$ cat src/rtl/mbox_pkg.sv
// Package: shared types for the mailbox interrupt unit.
// Assumes two ports only; index 0 is the left port, index 1 the right.
package mbox_pkg;
    typedef enum logic {
        SIDE_LEFT  = 1'b0,
        SIDE_RIGHT = 1'b1
    } side_e;

    // Qualified flag requests produced by one port's decoder.
    typedef struct packed {
        logic set_peer;   // this port wrote the peer mailbox
        logic clr_own;    // this port read its own mailbox
    } mbox_req_t;
endpackage

$ cat src/rtl/mbox_port_decode.sv
// Module: mbox_port_decode
// Decodes one port's access into flag requests. OWN_TOP selects whether
// the port owns the top address (right) or the one below it (left).
// Assumes inputs are already synchronous to clk; purely combinational.
module mbox_port_decode
    import mbox_pkg::*;
#(
    parameter int ADDR_W  = 14,
    parameter bit OWN_TOP = 1'b0
) (
    input  logic              sel,
    input  logic              wr,
    input  logic [ADDR_W-1:0] addr,
    input  logic              busy,
    output mbox_req_t         req
);
    localparam logic [ADDR_W-1:0] TOP_ADDR  = {ADDR_W{1'b1}};
    localparam logic [ADDR_W-1:0] NEXT_ADDR = TOP_ADDR - 1'b1;
    localparam logic [ADDR_W-1:0] OWN_ADDR  = OWN_TOP ? TOP_ADDR : NEXT_ADDR;
    localparam logic [ADDR_W-1:0] PEER_ADDR = OWN_TOP ? NEXT_ADDR : TOP_ADDR;

    logic live;
    logic hit_own;
    logic hit_peer;

    // Qualify the access and match it against both mailbox words.
    always_comb begin
        live     = sel && !busy;
        hit_own  = (addr == OWN_ADDR);
        hit_peer = (addr == PEER_ADDR);
        req.set_peer = live && wr && hit_peer;
        req.clr_own  = live && !wr && hit_own;
    end
endmodule

$ cat src/rtl/mbox_flag.sv
// Module: mbox_flag
// One interrupt flag with set priority over clear and a synchronous
// active-low reset. Output is the inverted flag (active-low interrupt).
module mbox_flag (
    input  logic clk,
    input  logic rst_n,
    input  logic set_i,
    input  logic clr_i,
    output logic irq_n
);
    logic flag_q;

    // Update the flag: reset first, then set, then clear.
    always_ff @(posedge clk) begin
        if (!rst_n) begin
            flag_q <= 1'b0;
        end else if (set_i) begin
            flag_q <= 1'b1;
        end else if (clr_i) begin
            flag_q <= 1'b0;
        end
    end

    // Drive the active-low interrupt pin.
    always_comb irq_n = !flag_q;
endmodule

$ cat src/rtl/mbox_irq_unit.sv
// Module: mbox_irq_unit (top)
// Watches both ports of a shared memory for mailbox traffic on the two
// highest addresses and keeps one interrupt flag per port. Assumes an
// external arbiter supplies busy and that all inputs are synchronous.
module mbox_irq_unit
    import mbox_pkg::*;
#(
    parameter int ADDR_W = 14
) (
    input  logic              clk,
    input  logic              rst_n,
    input  logic              l_sel,
    input  logic              l_wr,
    input  logic [ADDR_W-1:0] l_addr,
    input  logic              l_busy,
    input  logic              r_sel,
    input  logic              r_wr,
    input  logic [ADDR_W-1:0] r_addr,
    input  logic              r_busy,
    output logic              l_irq_n,
    output logic              r_irq_n
);
    localparam int NPORT = 2;

    logic              sel_v  [NPORT];
    logic              wr_v   [NPORT];
    logic [ADDR_W-1:0] addr_v [NPORT];
    logic              busy_v [NPORT];
    mbox_req_t         req_v  [NPORT];
    logic              irq_v  [NPORT];

    // Gather the port pins into arrays indexed by side.
    always_comb begin
        sel_v[SIDE_LEFT]   = l_sel;
        wr_v[SIDE_LEFT]    = l_wr;
        addr_v[SIDE_LEFT]  = l_addr;
        busy_v[SIDE_LEFT]  = l_busy;
        sel_v[SIDE_RIGHT]  = r_sel;
        wr_v[SIDE_RIGHT]   = r_wr;
        addr_v[SIDE_RIGHT] = r_addr;
        busy_v[SIDE_RIGHT] = r_busy;
    end

    for (genvar g = 0; g < NPORT; g++) begin : g_side
        mbox_port_decode #(
            .ADDR_W  (ADDR_W),
            .OWN_TOP (g == int'(SIDE_RIGHT))
        ) u_dec (
            .sel  (sel_v[g]),
            .wr   (wr_v[g]),
            .addr (addr_v[g]),
            .busy (busy_v[g]),
            .req  (req_v[g])
        );

        // Flag g is set by the opposite port and cleared by its owner.
        mbox_flag u_flag (
            .clk   (clk),
            .rst_n (rst_n),
            .set_i (req_v[NPORT-1-g].set_peer),
            .clr_i (req_v[g].clr_own),
            .irq_n (irq_v[g])
        );
    end

    // Map the flag outputs back to the named pins.
    always_comb begin
        l_irq_n = irq_v[SIDE_LEFT];
        r_irq_n = irq_v[SIDE_RIGHT];
    end
endmodule

$ cat config.mk
export PLATFORM = sky130hd
export DESIGN_NAME = mbox_irq_unit
export DESIGN_NICKNAME = d
export VERILOG_FILES = /design/src/rtl/mbox_pkg.sv /design/src/rtl/mbox_port_decode.sv /design/src/rtl/mbox_flag.sv /design/src/rtl/mbox_irq_unit.sv
export SDC_FILE = /design/constraint.sdc
export NUM_CORES = 1
export LEC_CHECK = 0
export BUFFER_PORTS_ARGS = -buffer_cell sky130_fd_sc_hd__buf_4
export CAP_MARGIN = 20
export CORE_AREA = 5 5 42 44
export DETAILED_ROUTE_END_ITERATION = 10
export DIE_AREA = 0 0 47 49
export GPL_ROUTABILITY_DRIVEN = 0
export SLEW_MARGIN = 20
export SYNTH_ARGS = -nofsm -noshare
export SYNTH_HDL_FRONTEND = slang
export SYNTH_HIERARCHICAL = 1
export SYNTH_SLANG_ARGS = --single-unit
$ cat constraint.sdc
create_clock -name clk -period 1.8 [get_ports clk]
set_clock_uncertainty 0.2 [all_clocks]
set_input_delay 0.27 -clock clk [delete_from_list [all_inputs] [get_ports clk]]
set_output_delay 0.27 -clock clk [all_outputs]
set_load 0.02 [all_outputs]
Word level (Yosys, flattened, before mapping)
Index checks and enable logic that the tools add are counted.
{ "word_totals": {"reg_bits": 2, "in_bits": 36, "output_inout_bits": 2, "elab_cells": 28} }
{ "op_classes": {"n_eq_ne": 4, "n_mux": 4, "n_reduce_logical": 18} }
{ "ops": {"columns": ["operator", "count"], "rows": [
  ["equality test 14 bit, second input constant", 4],
  ["logical AND 1 bit", 10],
  ["zero test 1 bit", 6],
  ["two-way mux 1 bit", 4],
  ["nonzero test 2 bit", 2]
]} }

Depth between registers and ports, before layout
Gate-level depths: netlist (run 1).
{ "depth": {"word_depth": 6, "ltp_mapped": 5, "ltp_nobuf": 5} }

By module
The synthesis (run 1) kept the hierarchy.
{ "by_module_without_submodules": {"columns": ["module", "n_inst", "cells_each", "area_each_um2", "seq_area_each_um2"], "rows": [
  ["mbox_flag", 2, 4, 37.5, 20.0],
  ["mbox_port_decode at g_side[0].u_dec", 1, 7, 52.6, 0.0],
  ["mbox_port_decode at g_side[1].u_dec", 1, 7, 50.0, 0.0]
]} }

Least setup slack after synthesis (run 1)
Ideal clock, no wire load.
{ "synth_path": {"path_kind": "input port to flip-flop", "startpoint": "in l_busy", "endpoint": "reg g_side[0].u_flag.flag_q", "arrival_ns": 1.077, "required_ns": 1.485, "slack_ns": 0.409, "cell_stages": 5, "n_path_buf": 0, "path_cell_list": "nand4b_1 -> nor4_1 -> nor3b_2 -> nor2b_1 -> o21a_1"} }
{ "synth_rtl": {"columns": ["element", "line", "source"], "rows": [
  ["from (decl)", "mbox_irq_unit.sv:15", "input logic l_busy,"],
  ["to (signal assigned)", "mbox_flag.sv:16", "flag_q <= 1'b0;"],
  ["to (signal assigned)", "mbox_flag.sv:18", "flag_q <= 1'b1;"],
  ["to (signal assigned)", "mbox_flag.sv:20", "flag_q <= 1'b0;"],
  ["to (decl)", "mbox_flag.sv:11", "logic flag_q;"]
]} }

==> results.yml, run 1 <==
synthesis:
  synthAdderAreaFrac_pct: 0
  synth_top_family_by_area: "simple AND/OR/NAND/NOR gates"
  synthCells: 22
  ys_seq_elements: 2
  synthesis.nets: 58
  synth_cell_type_count: 11
  synth_area_leaders: "dfxtp_1, nand4_1, and3b_1"
  syn-cell-area_um2: 178
  yosys.area.top_type: "dfxtp_1"
  synth_top_area_share_pct: 22.5
  yosysSeqAreaShare_pct: 22.5
  synth_compound_area_share_pct: 8.45
  synthXorXnorAreaFrac_pct: 0
  synth_warnings: 6
  synth-simple-area-share_pct: 64.8
  synthMuxAreaShare_pct: 0
  avgSynthCellArea_um2: 8.08
timing:
  worst_pin_slew_ns: 0.280
  setup_tns_ns: 0
  slew_headroom_pct: 81.1
  fmax_mhz: 729
  finalSetupViolCount: 0
  slew_violations: 0
  final.period_utilization_pct: 76.2
  hold_viol: 0
  rsz0062_at_grt: "no"
  min_period_ns: 1.37
global_routing:
  gr-total-overflow: 0
  grt_antenna_before_repair: 0
  first_global_vias: 367
  track_usage_pct: 8.09
  grt_max_degree: 3
  grt_pass1_wl_um: 1300
cells_and_area:
  mostFrequentLayoutCells: "buf_4, nand4_1, clkbuf_4"
  nets: 100
  antenna_cells: 0
  top_register: "g_side.u_flag/flag_q"
  area_delta_synth_final_pct: 180
  fin_cells: 78
  fillers: 159
  final_common_cell: "buf_4"
  top_regs: "g_side.u_flag/flag_q x2"
  largest_reg_flops: 2
  drive_above_1_share_pct: 67.7
power_and_ir_drop:
  p_int_uw: 168
  powerDensity_nw_per_um2: 408
  p_sw_share_pct: 17.2
  p_comb_share_pct: 30.9
  irDropWorstVdd_uv: 164
  leakage_nw: 0.249
  clock_power_share_pct: 47.1
  p_sw_uw: 34.9
  p_seq_share_pct: 22.0
clock_network:
  cts_tree: "done"
  ctsRootBufferMaster: "clkbuf_4"
  clk_pin_slew_ns: 0.03
  cts_hold_buffers: 0
  htree_levels: 1
  cts.path.max_buffers: 2
  cts-resized-gates: 0
  post_cts_buffers: 0
  cts_buffers: 3
  insertion_delay_ns: 0.22
  numClockSinks: 2
detailed_routing:
  vias_per_cell: 4.47
  drtIter0Drc: 0
  vias: 349
  routed_wirelength_um: 868
  firstDrtPassIters: 1
  ant_nets: 0
  post_drt_wl_per_cell_um: 11.1
  drc_errors: 0
setup_path:
  start_kind: "input port"
  crit_fanout: 2
  worstPathArrival_ns: 1.28
  critical_path_class: "in2reg"
  cp_cell_sequence: "buf_4, nand4b_1, nor4_1, nor3b_2, nor2b_1, o21a_1"
  cp-end-kind: "flop"
  required_ns: 1.71
  max_stage_delay_ns: 0.33
  slowest_stage: "nor4_1"
place:
  portBuffers: 37
  dp_cells: 75
  dpl.hpwl_um: 811
min_path:
  hp-class: "in2reg"
job:
  max_cap_viol_count: 0
floorplanning:
  num_rows: 14
  die-area_um2: 2300
  fp.dieH_um: 49
  die_w_um: 47
  start_util_pct: 12.7
  core_um2: 1400
  boundaryPins: 38
run_status:
  status: "completed"
-- per-layer routing --
layer  up-vias  wire length, um  GRT usage (%)
li1        169                -              -
met1       140              253           7.00
met2        38              342           12.0
met3         2              262           5.54
met4         0                9           6.91
met5         -                0              0
-- synthesized netlist by cell type --
cell and n:
and3_2 1, and3b_1 2, dfxtp_1 2, inv_1 2, nand3_1 2, nand4_1 4, nand4b_1 2, nor2b_1 2
nor3b_2 1, nor4_1 2, o21a_1 2
-- cells by family (layout without fill, tap and decap cells) --
logic type	count (synthesis)	in the layout
and+or+nand+nor	16	16
AOI/OAI and AO/OA	2	2
DFF	2	2
buffers and inverters	2	42
-- per-stage QoR --
| step | utilization [%] | instance area, um^2 | hold WS [ns] | setup slack, ns | power (mW) |
|---|---|---|---|---|---|
| after floorplan | - | 178 | 0.188 | 0.409 | 0.0497 |
| after global placement | 33.9 | 475 | 0.282 | 0.176 | 0.108 |
| after detailed placement | 33.9 | 475 | 0.286 | 0.178 | 0.109 |
| after CTS | 35.5 | 498 | 0.0508 | 0.415 | 0.211 |
| after global routing | 35.5 | 498 | 0.0595 | 0.302 | 0.217 |
| final | 35.5 | 498 | 0.0605 | 0.429 | 0.203 |
-- layout make-up --
class	instances	area, um^2	share of cell area (%)
timing repair buffer	37	278	55.8
multi-input combinational	18	130	26.1
sequential	2	40.0	8.04
clock buffer	3	22.5	4.52
tap	16	20.0	4.02
inverter	2	7.51	1.51
-- final timing paths --
check / cells after the start / from / slack, ns / to
min reg2reg: 2 / g_side[0].u_flag/flag_q / 0.38 / g_side[0].u_flag/flag_q
max: 6 / l_busy / 0.43 / g_side[0].u_flag/flag_q
max reg2reg: 2 / g_side[1].u_flag/flag_q / 0.91 / g_side[1].u_flag/flag_q
min: 2 / rst_n / 0.06 / g_side[0].u_flag/flag_q
-- power groups by stage --
stage / Clock, mW / Sequential [mW] / Combinational, mW
2_1_floorplan: 0 / 0.0452 / 0.00444
3_3_place_gp: 0 / 0.0452 / 0.0624
3_5_place_dp: 0 / 0.0452 / 0.0635
4_1_cts: 0.103 / 0.0447 / 0.0637
5_1_grt: 0.104 / 0.0447 / 0.0680
6_report: 0.0956 / 0.0447 / 0.0628
-- critical path, delay by kind of cell --
kind / cells / cell delay (ns)
and+or+nand+nor: 4 / 0.76
AOI/OAI and AO/OA: 1 / 0.16
buffers and inverters: 1 / 0.10
No activity file was read; power rests on OpenSTA's default activity.
==> run 2, diff against run 1 <==
Settings changed: ABC_AREA from default to 1.
Clock period 1.8 ns to 1.4 ns, I/O delays scaled along.
==> run 2 against run 1 <==
  * Register-to-register slack got worse by 0.25 ns
  * Combinational power grew 55%
  * Utilization grew 6.3 points
  * Largest cell class unchanged
==> results.yml, run 2 <==
run_status:
  status: "completed"
clock_network:
  post_cts_buffers: 0
  cts.path.max_buffers: 2
  cts_tree: "done"
  cts_hold_buffers: 0
  insertion_delay_ns: 0.22
  clk_pin_slew_ns: 0.03
  numClockSinks: 2
  htree_levels: 1
  ctsRootBufferMaster: "clkbuf_4"
  cts_buffers: 3
  cts-resized-gates: 0
place:
  portBuffers: 37
  dpl.hpwl_um: 782
synthesis:
  avgSynthCellArea_um2: 4.85
  synth_warnings: 6
  yosysSeqAreaShare_pct: 15.0
  synth_top_area_share_pct: 25.4
  ys_seq_elements: 2
  synthesis.nets: 91
  yosys-top-cells-count: "nand2_1, inv_1, nor2_1"
  synth_cell_type_count: 7
  async_flop_share_pct: 0
  yosysMostFrequentCell: "nand2_1"
  synthCells: 55
  ys.flop_type: "dfxtp_1"
  yosys.area.top_type: "nand2_1"
  syn-cell-area_um2: 267
  synth_area_leaders: "nand2_1, inv_1, dfxtp_1"
  synth-edff-count: 0
cells_and_area:
  largest_reg_flops: 2
  final_common_cell: "buf_4"
  mostFrequentLayoutCells: "buf_4, nand2_1, inv_1, nor2_1, nand3_1"
  nets: 133
  antenna_cells: 0
  fin_util_pct: 41.9
  drive_above_1_share_pct: 48.4
  area_delta_synth_final_pct: 120
  top_register: "g_side.u_flag/flag_q"
  top_regs: "g_side.u_flag/flag_q x2"
power_and_ir_drop:
  leakage_nw: 0.301
  powerDensity_nw_per_um2: 477
  p_total_uw: 280
  irDropWorstVdd_uv: 178
floorplanning:
  die_w_um: 47
  die-area_um2: 2300
  boundaryPins: 38
  core_um2: 1400
  start_util_pct: 19.0
  fp.dieH_um: 49
  num_rows: 14
setup_path:
  worst-r2r-setup-slack_ns: 0.66
  critical_path_class: "reg2out"
  required_ns: 0.99
  cp-end-kind: "primary output"
  crit_fanout: 2
  start_kind: "flop"
  worstPathArrival_ns: 0.73
timing:
  worst_pin_slew_ns: 0.106
  rsz0062_at_grt: "no"
  min_period_ns: 1.14
  slew_violations: 0
  holdWs_ns: 0.0261
  finalSetupViolCount: 0
  hold_viol: 0
  slew_headroom_pct: 92.9
  final.period_utilization_pct: 81.1
  fmax_mhz: 881
  setup_tns_ns: 0
detailed_routing:
  routed_wirelength_um: 839
  drtIter0Drc: 1
  firstDrtPassIters: 2
  post_drt_wl_per_cell_um: 7.56
  vias_per_cell: 3.95
  drc_errors: 0
  ant_nets: 0
  vias: 439
global_routing:
  grt_max_degree: 3
  first_global_vias: 406
  grt_pass1_wl_um: 1300
  gr-total-overflow: 0
  track_usage_pct: 7.59
  grt_antenna_before_repair: 0
job:
  max_cap_viol_count: 0
min_path:
  hp-class: "in2reg"
run 2: cell count changes after synthesis, moves of 4 or more:
| cell | previous run | this run |
|---|---|---|
| inv_1 | 2 | 13 |
| nand2_1 | 0 | 18 |
| nor2_1 | 0 | 10 |
| nor2_2 | 0 | 4 |
| nand4_1 | 4 | 0 |
| nand3_1 | 2 | 6 |
run 2: cell families after synthesis:
logic type      share of synthesized area (%)
buf+inv                                  18.3
flops                                    15.0
compound gates                           6.57
simple gates                             60.1
run 2: final timing paths:
kind / from / end / cells after the start
max: g_side[1].u_flag/flag_q / r_irq_n / 2
max reg2reg: g_side[1].u_flag/flag_q / g_side[1].u_flag/flag_q / 2
min: rst_n / g_side[1].u_flag/flag_q / 3
min reg2reg: g_side[0].u_flag/flag_q / g_side[0].u_flag/flag_q / 2
run 2: routing by layer:
layer  up-vias  wire length (um)  track usage (%)
li1        240                 -                -
met3         0               134             2.58
met1       174               300             7.44
met5         -                 0                0
met2        25               405             11.8
met4         0                 0             6.91
run 2: worst max-delay path, stage by stage, from the launching register on:
cell,delay [ns]
dfxtp_1,0.32
inv_1,0.04
buf_4,0.15
run 2: power breakdown:
| part | leakage [nW] | switching, mW | total (mW) | internal [mW] |
|---|---|---|---|---|
| clock network | 0.0138 | 0.0311 | 0.125 | 0.0944 |
| registers | 0.0161 | 0.000000418 | 0.0575 | 0.0575 |
| logic | 0.271 | 0.0274 | 0.0972 | 0.0698 |
| total | 0.301 | 0.0585 | 0.280 | 0.222 |
run 2: area by class of cell:
cell class / count / area, um^2
clock buffers: 3 / 22.5
fillers: 163 / 815
inverters: 13 / 48.8
multi-input cells: 40 / 178
flip-flops and latches: 2 / 40.0
well taps: 16 / 20.0
repair buffers: 37 / 278
run 2: metrics by stage:
stage               cell area, um^2  cells  setup slack, ns
floorplan                       267     55            0.433
global placement                564    108            0.272
detailed placement              564    108            0.270
CTS                             587    111            0.247
global route                    587    111            0.201
finish                          587    111            0.265
==> run 3, diff against run 2 <==
Clock period 1.4 ns to 1.1 ns, I/O delays scaled along.
==> run 3 against run 2 <==
  * Die area did not move
  * Sequential share of layout area up 0.10 points
  * Cell count grew 1.8%
  * Clock power up 28%
  * Utilization increased by 2.0 points
  * Global-route usage decreased by 0.070 points
  * Critical path depth is the same
  * Combinational power rose by 30%
  * Setup slack got worse by 0.23 ns
  * Final area increased by 4.7%
  * Clock-buffer cell count is the same
  * Sequential power rose by 27%
  * Highest routed layer unchanged
==> results.yml, run 3 (synthesis gave the netlist of run 2 again) <==
clock_network:
  cts_buffers: 3
  htree_levels: 1
  clk_pin_slew_ns: 0.03
  cts_tree: "done"
  ctsRootBufferMaster: "clkbuf_4"
  insertion_delay_ns: 0.22
  numClockSinks: 2
  cts.path.max_buffers: 2
run_status:
  status: "completed"
detailed_routing:
  drc_errors: 0
  routed_wirelength_um: 851
  drtIter0Drc: 1
  vias_per_cell: 3.96
  post_drt_wl_per_cell_um: 7.53
  ant_nets: 0
  vias: 448
  firstDrtPassIters: 2
cells_and_area:
  nets: 135
  top_regs: "g_side.u_flag/flag_q x2"
  top_register: "g_side.u_flag/flag_q"
  regArea_um2: 42.5
  multi_input_area_um2: 178
  final_common_cell: "buf_4"
  fin_area_um2: 614
  drive_above_1_share_pct: 51.5
  antenna_cells: 0
  area_delta_synth_final_pct: 131
  mostFrequentLayoutCells: "buf_4, nand2_1, inv_1, nor2_1, nand3_1"
  largest_reg_flops: 2
  fin_cells: 113
  fillers: 158
timing:
  setup_tns_ns: 0
  finalSetupViolCount: 0
  holdWs_ns: 0.138
  hold_viol: 0
  setup_slack_ns: 0.0387
  worst_pin_slew_ns: 0.106
  final.period_utilization_pct: 96.5
  min_period_ns: 1.06
  slew_headroom_pct: 92.9
  fmax_mhz: 942
  rsz0062_at_grt: "no"
  slew_violations: 0
place:
  portBuffers: 37
  dp_cells: 108
  dpl.hpwl_um: 782
  postPlaceCellArea_um2: 564
  pre_cts_ws_ns: 0.0147
power_and_ir_drop:
  p_seq_share_pct: 20.3
  p_sw_share_pct: 20.9
  clock_power_share_pct: 44.5
  irDropWorstVdd_uv: 223
  p_sw_uw: 75.1
  leakage_nw: 0.316
  p_comb_share_pct: 35.2
  p_int_uw: 284
  powerDensity_nw_per_um2: 585
floorplanning:
  die_w_um: 47
  core_um2: 1400
  boundaryPins: 38
  num_rows: 14
  fp.dieH_um: 49
  start_util_pct: 19.0
  die-area_um2: 2300
setup_path:
  critical_path_class: "reg2out"
  worstPathArrival_ns: 0.70
  start_kind: "flop"
  rr_worst_depth: 3
  required_ns: 0.73
  crit_fanout: 2
  cp-end-kind: "primary output"
job:
  max_cap_viol_count: 0
global_routing:
  grt_antenna_before_repair: 0
  use_met1_pct: 7.44
  grtUsageMet2_pct: 11.5
  top_usage_layer: "met2"
  met3_usage_pct: 2.58
  first_global_vias: 402
  grt_pass1_wl_um: 1290
  grt_max_degree: 3
  track_usage_pct: 7.52
  gr-total-overflow: 0
min_path:
  hold_depth: 5
  hp-class: "in2reg"
## run 3: through the flow
step	power, mW	util [%]
floorplan	0.102	-
global placement	0.197	40.3
detailed placement	0.199	40.3
CTS	0.374	42.8
global route	0.399	43.8
finish	0.359	43.8
## run 3: final cells by class
class / count / area share, %
clock buffers: 3 / 3.67
inverters: 13 / 7.94
multi-input cells: 40 / 28.9
flip-flops and latches: 2 / 6.92
well taps: 16 / 3.26
repair buffers: 39 / 49.3
## run 3: routing by layer
layer  vias up  part of all wire (%)
met4         0                     0
met3         0                    15
met5         -                     0
li1        244                     -
met2        25                    49
met1       179                    36
## run 3: repair_timing
item                                    4_1_cts  5_1_grt
endpoints found under the setup margin        2        2
resized for setup                             2        3
endpoints found under the hold margin         2        0
setup buffers                                 0        1
hold buffers                                  1        0
## run 3: path summary, 6_finish.rpt
kind | slack [ns] | start | to
worst max-delay path | 0.04 | g_side[1].u_flag/flag_q | r_irq_n
worst min-delay path | 0.14 | l_addr[9] | g_side[1].u_flag/flag_q
worst max register to register | 0.25 | g_side[0].u_flag/flag_q | g_side[0].u_flag/flag_q
worst min register to register | 0.26 | g_side[1].u_flag/flag_q | g_side[1].u_flag/flag_q
## run 3: power by group through the flow
stage	combinational, mW	clock, mW	sequential [mW]
global placement	0.123	0	0.0740
floorplan	0.0278	0	0.0740
detailed placement	0.125	0	0.0740
global route	0.139	0.187	0.0729
CTS	0.128	0.173	0.0730
finish	0.126	0.160	0.0731
## run 3: worst max-delay path: stages (launching register included)
cell	delay, ns
dfxtp_2	0.31
inv_1	0.04
buf_6	0.12
